<file path="config.mk">
export PLATFORM = sky130hd
export DESIGN_NAME = phase_fire_ctrl
export DESIGN_NICKNAME = d
export VERILOG_FILES = /design/src/rtl/pf_pkg.sv /design/src/rtl/pf_phase_timer.sv /design/src/rtl/pf_width_timer.sv /design/src/rtl/pf_carrier.sv /design/src/rtl/phase_fire_ctrl.sv
export SDC_FILE = /design/constraint.sdc
export NUM_CORES = 1
export LEC_CHECK = 0
export BUFFER_PORTS_ARGS = -buffer_cell sky130_fd_sc_hd__buf_2
export CORE_MARGIN = 1.5
export CORE_UTILIZATION = 64
export DETAILED_ROUTE_END_ITERATION = 6
export GPL_ROUTABILITY_DRIVEN = 0
export PLACE_DENSITY = 0.95
export SETUP_SLACK_MARGIN = 0.4
export SLEW_MARGIN = 30
export SYNTH_ARGS = -nofsm -noshare
export SYNTH_HDL_FRONTEND = slang
export SYNTH_SLANG_ARGS = --single-unit
</file>
<file path="constraint.sdc">
create_clock -name clk -period 6.3 [get_ports clk]
set_clock_uncertainty 0.15 [all_clocks]
set_input_delay 0.315 -clock clk [delete_from_list [all_inputs] [get_ports clk]]
set_output_delay 0.315 -clock clk [all_outputs]
set_load 0.01 [all_outputs]
</file>
<file path="src/rtl/pf_pkg.sv">
package pf_pkg;

    typedef enum logic [2:0] {
        ST_IDLE  = 3'd0,
        ST_ARMED = 3'd1,
        ST_FIRE1 = 3'd2,
        ST_GAP   = 3'd3,
        ST_FIRE2 = 3'd4,
        ST_HOLD  = 3'd5,
        ST_DONE  = 3'd6
    } fire_state_t;

    typedef enum logic [1:0] {
        DRV_PULSE  = 2'b00,
        DRV_TRAIN  = 2'b01,
        DRV_STEADY = 2'b10,
        DRV_ALT    = 2'b11
    } drive_t;

endpackage

</file>
<file path="src/rtl/pf_phase_timer.sv">
module pf_phase_timer #(
    parameter int PH_W = 13
) (
    input  logic            clk,
    input  logic            rst_n,
    input  logic            clear,
    output logic [PH_W-1:0] phase
);
    localparam logic [PH_W-1:0] PH_MAX = '1;

    // Ticks since the last accepted strobe; saturates at its maximum.
    always_ff @(posedge clk or negedge rst_n) begin
        if (!rst_n) begin
            phase <= '0;
        end else if (clear) begin
            phase <= '0;
        end else if (phase != PH_MAX) begin
            phase <= phase + 1'b1;
        end
    end

    // Guards R2: the count always moves by one between strobes until it saturates.
    a_r2_phase_steps: assert property (@(posedge clk) disable iff (!rst_n)
        (!clear && phase != PH_MAX) |=> (phase == $past(phase) + 1'b1));

endmodule

</file>
<file path="src/rtl/pf_width_timer.sv">
module pf_width_timer #(
    parameter int WIDTH = 12
) (
    input  logic             clk,
    input  logic             rst_n,
    input  logic             load,
    input  logic [WIDTH-1:0] load_len,
    input  logic             run,
    output logic             done
);
    logic [WIDTH-1:0] remain;

    always_ff @(posedge clk or negedge rst_n) begin
        if (!rst_n) begin
            remain <= '0;
        end else if (load) begin
            remain <= load_len - 1'b1;
        end else if (run && remain != '0) begin
            remain <= remain - 1'b1;
        end
    end

    assign done = (remain == '0);

    a_r6_width_countdown: assert property (@(posedge clk) disable iff (!rst_n)
        (run && !load && remain != '0) |=> (remain == $past(remain) - 1'b1));

    a_r6_load_nonzero: assert property (@(posedge clk) disable iff (!rst_n)
        load |-> (load_len != '0));

endmodule

</file>
<file path="src/rtl/pf_carrier.sv">
module pf_carrier #(
    parameter int CARRIER_HALF = 3
) (
    input  logic clk,
    input  logic rst_n,
    input  logic restart,
    output logic level
);
    localparam int CW = (CARRIER_HALF > 1) ? $clog2(CARRIER_HALF) : 1;
    localparam logic [CW-1:0] LAST = CW'(CARRIER_HALF - 1);

    logic [CW-1:0] tick;

    // Square wave: high for CARRIER_HALF cycles, then low for CARRIER_HALF cycles.
    always_ff @(posedge clk or negedge rst_n) begin
        if (!rst_n) begin
            tick  <= '0;
            level <= 1'b1;
        end else if (restart) begin
            tick  <= '0;
            level <= 1'b1;
        end else if (tick == LAST) begin
            tick  <= '0;
            level <= ~level;
        end else begin
            tick <= tick + 1'b1;
        end
    end

    a_r7_carrier_range: assert property (@(posedge clk) disable iff (!rst_n)
        tick <= LAST);

    a_r7_restart_high: assert property (@(posedge clk) disable iff (!rst_n)
        restart |=> level);

endmodule

</file>
<file path="src/rtl/phase_fire_ctrl.sv">
module phase_fire_ctrl
    import pf_pkg::*;
#(
    parameter int WIDTH        = 12,
    parameter int HALF_TICKS   = 120,
    parameter int CARRIER_HALF = 3
) (
    input  logic             clk,
    input  logic             rst_n,
    input  logic             enable,
    input  logic             sync_strobe,
    input  logic             full_cycle,
    input  logic [1:0]       drive_mode,
    input  logic [WIDTH-1:0] delay_ticks,
    input  logic [WIDTH-1:0] pulse_ticks,
    output logic             gate_out
);
    localparam int              PH_W    = WIDTH + 1;
    localparam logic [WIDTH-1:0] HALF_W  = WIDTH'(HALF_TICKS);
    localparam logic [PH_W-1:0]  HALF_PH = PH_W'(HALF_TICKS);

    fire_state_t      st, st_nxt;
    logic             strobe_ok;
    logic [WIDTH-1:0] lat_delay;
    logic [WIDTH-1:0] lat_width;
    drive_t           lat_mode;
    logic             lat_full;
    logic [WIDTH-1:0] width_eff;
    logic [PH_W-1:0]  phase;
    logic [PH_W-1:0]  mark_first;
    logic [PH_W-1:0]  mark_second;
    logic             fire_now;
    logic             win_run;
    logic             win_done;
    logic             car_level;

    // A strobe is taken when enabled, except while steady drive holds the gate.
    assign strobe_ok = enable && sync_strobe && (st != ST_HOLD);

    // Clamp the requested width into 1 .. HALF_TICKS-1.
    always_comb begin
        if (pulse_ticks == '0) begin
            width_eff = WIDTH'(1);
        end else if (pulse_ticks >= HALF_W) begin
            width_eff = HALF_W - 1'b1;
        end else begin
            width_eff = pulse_ticks;
        end
    end

    // Capture the firing settings at accepted strobes only.
    always_ff @(posedge clk or negedge rst_n) begin
        if (!rst_n) begin
            lat_delay <= '0;
            lat_width <= WIDTH'(1);
            lat_mode  <= DRV_PULSE;
            lat_full  <= 1'b0;
        end else if (strobe_ok) begin
            lat_delay <= delay_ticks;
            lat_width <= width_eff;
            lat_mode  <= drive_t'(drive_mode);
            lat_full  <= full_cycle;
        end
    end

    assign mark_first  = {1'b0, lat_delay};
    assign mark_second = {1'b0, lat_delay} + HALF_PH;

    pf_phase_timer #(.PH_W(PH_W)) u_phase (
        .clk   (clk),
        .rst_n (rst_n),
        .clear (strobe_ok),
        .phase (phase)
    );

    // Next-state logic.
    always_comb begin
        st_nxt = st;
        if (!enable) begin
            st_nxt = ST_IDLE;
        end else if (strobe_ok) begin
            st_nxt = (delay_ticks >= HALF_W) ? ST_DONE : ST_ARMED;
        end else begin
            unique case (st)
                ST_IDLE:  st_nxt = ST_IDLE;
                ST_ARMED: begin
                    if (phase == mark_first) begin
                        st_nxt = (lat_mode == DRV_STEADY) ? ST_HOLD : ST_FIRE1;
                    end
                end
                ST_FIRE1: begin
                    if (win_done) begin
                        st_nxt = lat_full ? ST_GAP : ST_DONE;
                    end
                end
                ST_GAP: begin
                    if (phase == mark_second) begin
                        st_nxt = ST_FIRE2;
                    end
                end
                ST_FIRE2: begin
                    if (win_done) begin
                        st_nxt = ST_DONE;
                    end
                end
                ST_HOLD:  st_nxt = ST_HOLD;
                ST_DONE:  st_nxt = ST_DONE;
                default:  st_nxt = ST_IDLE;
            endcase
        end
    end

    // State register.
    always_ff @(posedge clk or negedge rst_n) begin
        if (!rst_n) begin
            st <= ST_IDLE;
        end else begin
            st <= st_nxt;
        end
    end

    assign fire_now = enable && !strobe_ok &&
                      (((st == ST_ARMED) && (st_nxt == ST_FIRE1)) ||
                       ((st == ST_GAP)   && (st_nxt == ST_FIRE2)));
    assign win_run  = (st == ST_FIRE1) || (st == ST_FIRE2);

    pf_width_timer #(.WIDTH(WIDTH)) u_width (
        .clk      (clk),
        .rst_n    (rst_n),
        .load     (fire_now),
        .load_len (lat_width),
        .run      (win_run),
        .done     (win_done)
    );

    pf_carrier #(.CARRIER_HALF(CARRIER_HALF)) u_carrier (
        .clk     (clk),
        .rst_n   (rst_n),
        .restart (fire_now),
        .level   (car_level)
    );

    // Output decode.
    always_comb begin
        gate_out = 1'b0;
        unique case (st)
            ST_FIRE1, ST_FIRE2: gate_out = (lat_mode == DRV_TRAIN) ? car_level : 1'b1;
            ST_HOLD:            gate_out = 1'b1;
            default:            gate_out = 1'b0;
        endcase
    end

    a_r1_disabled_gate_low: assert property (@(posedge clk) disable iff (!rst_n)
        !enable |=> !gate_out);

    a_r2_first_fire_on_count: assert property (@(posedge clk) disable iff (!rst_n)
        ((st == ST_FIRE1 || st == ST_HOLD) && $past(st) == ST_ARMED)
            |-> ($past(phase) == $past(mark_first)));

    a_r4_second_fire_half_later: assert property (@(posedge clk) disable iff (!rst_n)
        (st == ST_FIRE2 && $past(st) == ST_GAP)
            |-> ($past(phase) == $past(mark_first) + HALF_PH));

    a_r3_latch_only_at_strobe: assert property (@(posedge clk) disable iff (!rst_n)
        !strobe_ok |=> ($stable(lat_delay) && $stable(lat_width) && $stable(lat_full)));

    a_r8_steady_holds: assert property (@(posedge clk) disable iff (!rst_n)
        (st == ST_HOLD && enable) |=> gate_out);

    a_r9_no_arm_when_suppressed: assert property (@(posedge clk) disable iff (!rst_n)
        (st == ST_ARMED) |-> (lat_delay < HALF_W));

    a_r5_half_mode_no_gap: assert property (@(posedge clk) disable iff (!rst_n)
        (st == ST_GAP || st == ST_FIRE2) |-> lat_full);

endmodule

</file>
==> flow_summary.toml <==
[critical_path]
end_kind = "flip-flop"
criticalPathCategory = "reg -> reg"
r2r_start = "u_width.remain[2]$_DFFE_PN0P_"
cp-start-kind = "flip-flop"
worstRegToRegCells = 13
cp.arrival_ns = 3.88
crit_slowest_cell = "o21ai_4"
cp_slowest_stage_delay_ns = 0.63
cp_cell_sequence = "nor4_2, and4_1, a221o_1, a22oi_1, nand2b_4, o21ai_4, mux2i_1, ha_1, and3_1, nand2_1, xnor2_1, nor2_1, a21oi_2"
cp.required_ns = 6.36
cp-startpoint = "u_width.remain[2]$_DFFE_PN0P_"
critPathMaxFanout = 28

[timing]
rsz0062_at_grt = "false"
min_period_ns = 3.83
max_slew_margin_pct = 43.5
hold_viol = 0
fmax_mhz = 261
worstMarginPinSlew_ns = 0.848
fin_tns_setup_ns = 0
finalMaxSlewViolations = 0
fin_crit_sh_pct = 60.7
finalSetupViolCount = 0

[routing]
initialDrtViolationCount = 224
finalWirelength_mm = 7.25
drtAntennaViolNets = 0
first_pass_iters = 5
drc = 0
wl_per_cell_um = 14.9
num_vias = 2879
via_per_inst = 5.94

[power_and_ir_drop]
internal_power_uw = 783
power_per_cell_area_mw_per_mm2 = 305
seqPwrFrac_pct = 46.0
vdd_drop_max_uv = 194
p_sw_uw = 367
p_total_mw = 1.15
p_clk_share_pct = 31.1
p_leak_nw = 1.68
swShare_pct = 31.9
power_frac_comb_pct = 22.9

[logic_synthesis]
ys_seq_area_share_pct = 42.9
async_reset_ff_share_pct = 100
synth_edf_count = 0
synth_top_area_share_pct = 41.3
netlist_instances = 382
synth_warnings = 0
synth_area_mm2 = 0.00339
syn_area_per_cell_um2 = 8.88
synthDistinctLibCells = 54
ys.flop_type = "dfrtp_1"
yosys_register_bits = 58
synth_top_area_cell = "dfrtp_1"
syn_nets = 416
synth_area_leaders = "dfrtp_1 (41%), nand2_1 (8.3%), xor2_1 (5.9%)"

[floorplan]
die_h_um = 75.8
core-area_mm2 = 0.00511
design.die.area_mm2 = 0.00575
num_rows = 26
num_io_pins = 32
die_x_um = 75.8
initial_utilization_pct = 66.4

[clock_network]
clock-root-buffer = "clkbuf_8"
cts_tree = "yes"
cts_made_buffers = 9
clock_latency_ns = 0.34
cts_sinks = 58
path_clk_slew_ns = 0.07
htree_levels = 3
cts_buffer_depth = 2
post_cts_buffers = 0

[cells_and_area]
drive_gt1_share_pct = 16.1
nets = 444
area_growth_pct = 11.3
antenna_cells = 0

[run_status]
outcome = "finished clean"

[worst_hold_path]
min_from = "delay_ticks[1]"
hp-class = "in -> reg"
hold_depth = 3

[global_routing]
grt_pass1_wl_mm = 12.2
grt_max_degree = 59
track_usage_pct = 28.7
grt_pass1_vias = 2665
overflow = 0
antenna_found_initial = 0

[placed_design]
io_buffers = 31
place_hpwl_mm = 5.12

[flow_run]
drv_cap = 0
[cells in the mapped netlist, types with 4 or more instances]
cell type and count:
and2_1 5, xnor2_1 22, nor4_1 10, inv_1 6, a21oi_2 7, clkbuf_1 7
nor2b_1 5, a21oi_1 10, nor2_1 45, o21ai_0 9, nor3_1 10, nand2_1 75
mux2i_1 4, xor2_1 23, nand4_1 9, nand2b_1 5, dfrtp_1 56, nor3b_1 5
nand3_1 13, buf_2 5
[metal layers]
metal / track usage (%) / wire length, µm
met5: 0 / 0
met4: 14.9 / 223
met3: 3.97 / 399
met2: 43.8 / 3390
met1: 39.9 / 3240
[power by group through the flow]
stage	combinational [mW]	sequential (mW)	clock [mW]
global placement	0.243	0.525	0
detailed placement	0.256	0.533	0
finish	0.263	0.530	0.358
CTS	0.262	0.528	0.360
floorplan	0.213	0.503	0
global route	0.291	0.541	0.378
[state kept, by name (all words and copies together) (netlist names)]
| name | flops |
|---|---|
| u_width.remain | 12 |
| u_carrier.level | 1 |
| lat_full | 1 |
| lat_width | 12 |
| u_carrier.tick | 2 |
| u_phase.phase | 13 |
| lat_delay | 12 |
| st | 3 |
| lat_mode | 2 |
[path summary, 6_finish.rpt]
kind	to	slack, ns
max	u_width.remain[8]$_DFFE_PN0P_	2.47
min reg2reg	u_carrier.tick[0]$_DFF_PN0_	0.30
max in group asynchronous	st[1]$_DFF_PN0_	5.03
min	lat_delay[1]$_DFFE_PN0P_	0.02
max reg2reg	u_width.remain[8]$_DFFE_PN0P_	2.47
min in group asynchronous	u_phase.phase[10]$_DFFE_PN0P_	0.49
[cells in the final DEF (no fill, tap or decap), drive strengths merged, types with 2 or more instances in the layout]
cell type	count
nand2	75
dfrtp	56
nor2	45
buf	33
xor2	23
xnor2	22
a21oi	17
clkbuf	14
nand3	13
nor4	11
nor3	10
nand4	10
o21ai	10
inv	6
nand2b	6
nor2b	5
nor3b	5
and2	5
mux2i	4
and3	3
ha	3
and4	2
a22oi	2
a21o	2
nand3b	2
or3b	2
o31ai	2
o221ai	2
a31oi	2
o22ai	2
dfstp	2
[timing repair]
action                    in CTS  in global routing
resized for setup              0                  0
hold endpoints to repair      56                  0
hold buffers                   1                  0
[final cells by class]
class | count | area [µm²]
Clock buffer | 14 | 173
Clock inverter | 2 | 35.0
Fill cell | 358 | 1330
Inverter | 6 | 22.5
Multi-Input combinational cell | 301 | 1820
Sequential cell | 58 | 1450
Tap cell | 70 | 87.6
Timing Repair Buffer | 34 | 180
[cell families after synthesis]
| kind of cell | after synthesis | synth area share, % |
|---|---|---|
| and+or+nand+nor | 198 | 28.3 |
| DFF | 58 | 42.9 |
| AOI/OAI and AO/OA | 50 | 10.8 |
| xor gates and xnor gates | 46 | 12.3 |
| buffers and inverters | 23 | 3.47 |
| muxes | 4 | 1.18 |
| adders and majority gates | 3 | 1.11 |
[critical path: cells and delay by family (launching register included)]
| kind | cells | cell delay (ns) |
|---|---|---|
| and+or+nand+nor | 6 | 1.42 |
| AOI/OAI and AO/OA | 4 | 0.95 |
| DFF | 1 | 0.44 |
| muxes | 1 | 0.29 |
| adders and majority gates | 1 | 0.29 |
| xor gates and xnor gates | 1 | 0.14 |
[through the flow]
step / std cells / setup slack [ns] / util (%) / hold slack, ns / cell area (µm²)
floorplan: 382 / 3.21 / - / -0.131 / 3390
global placement: 468 / 2.63 / 69.7 / 0.293 / 3560
detailed placement: 468 / 2.58 / 69.7 / 0.295 / 3560
CTS: 485 / 2.51 / 73.9 / 0.0175 / 3780
global route: 485 / 2.15 / 73.9 / 0.0287 / 3780
finish: 485 / 2.47 / 73.9 / 0.0206 / 3780
Power figures use the tool's default switching activity.
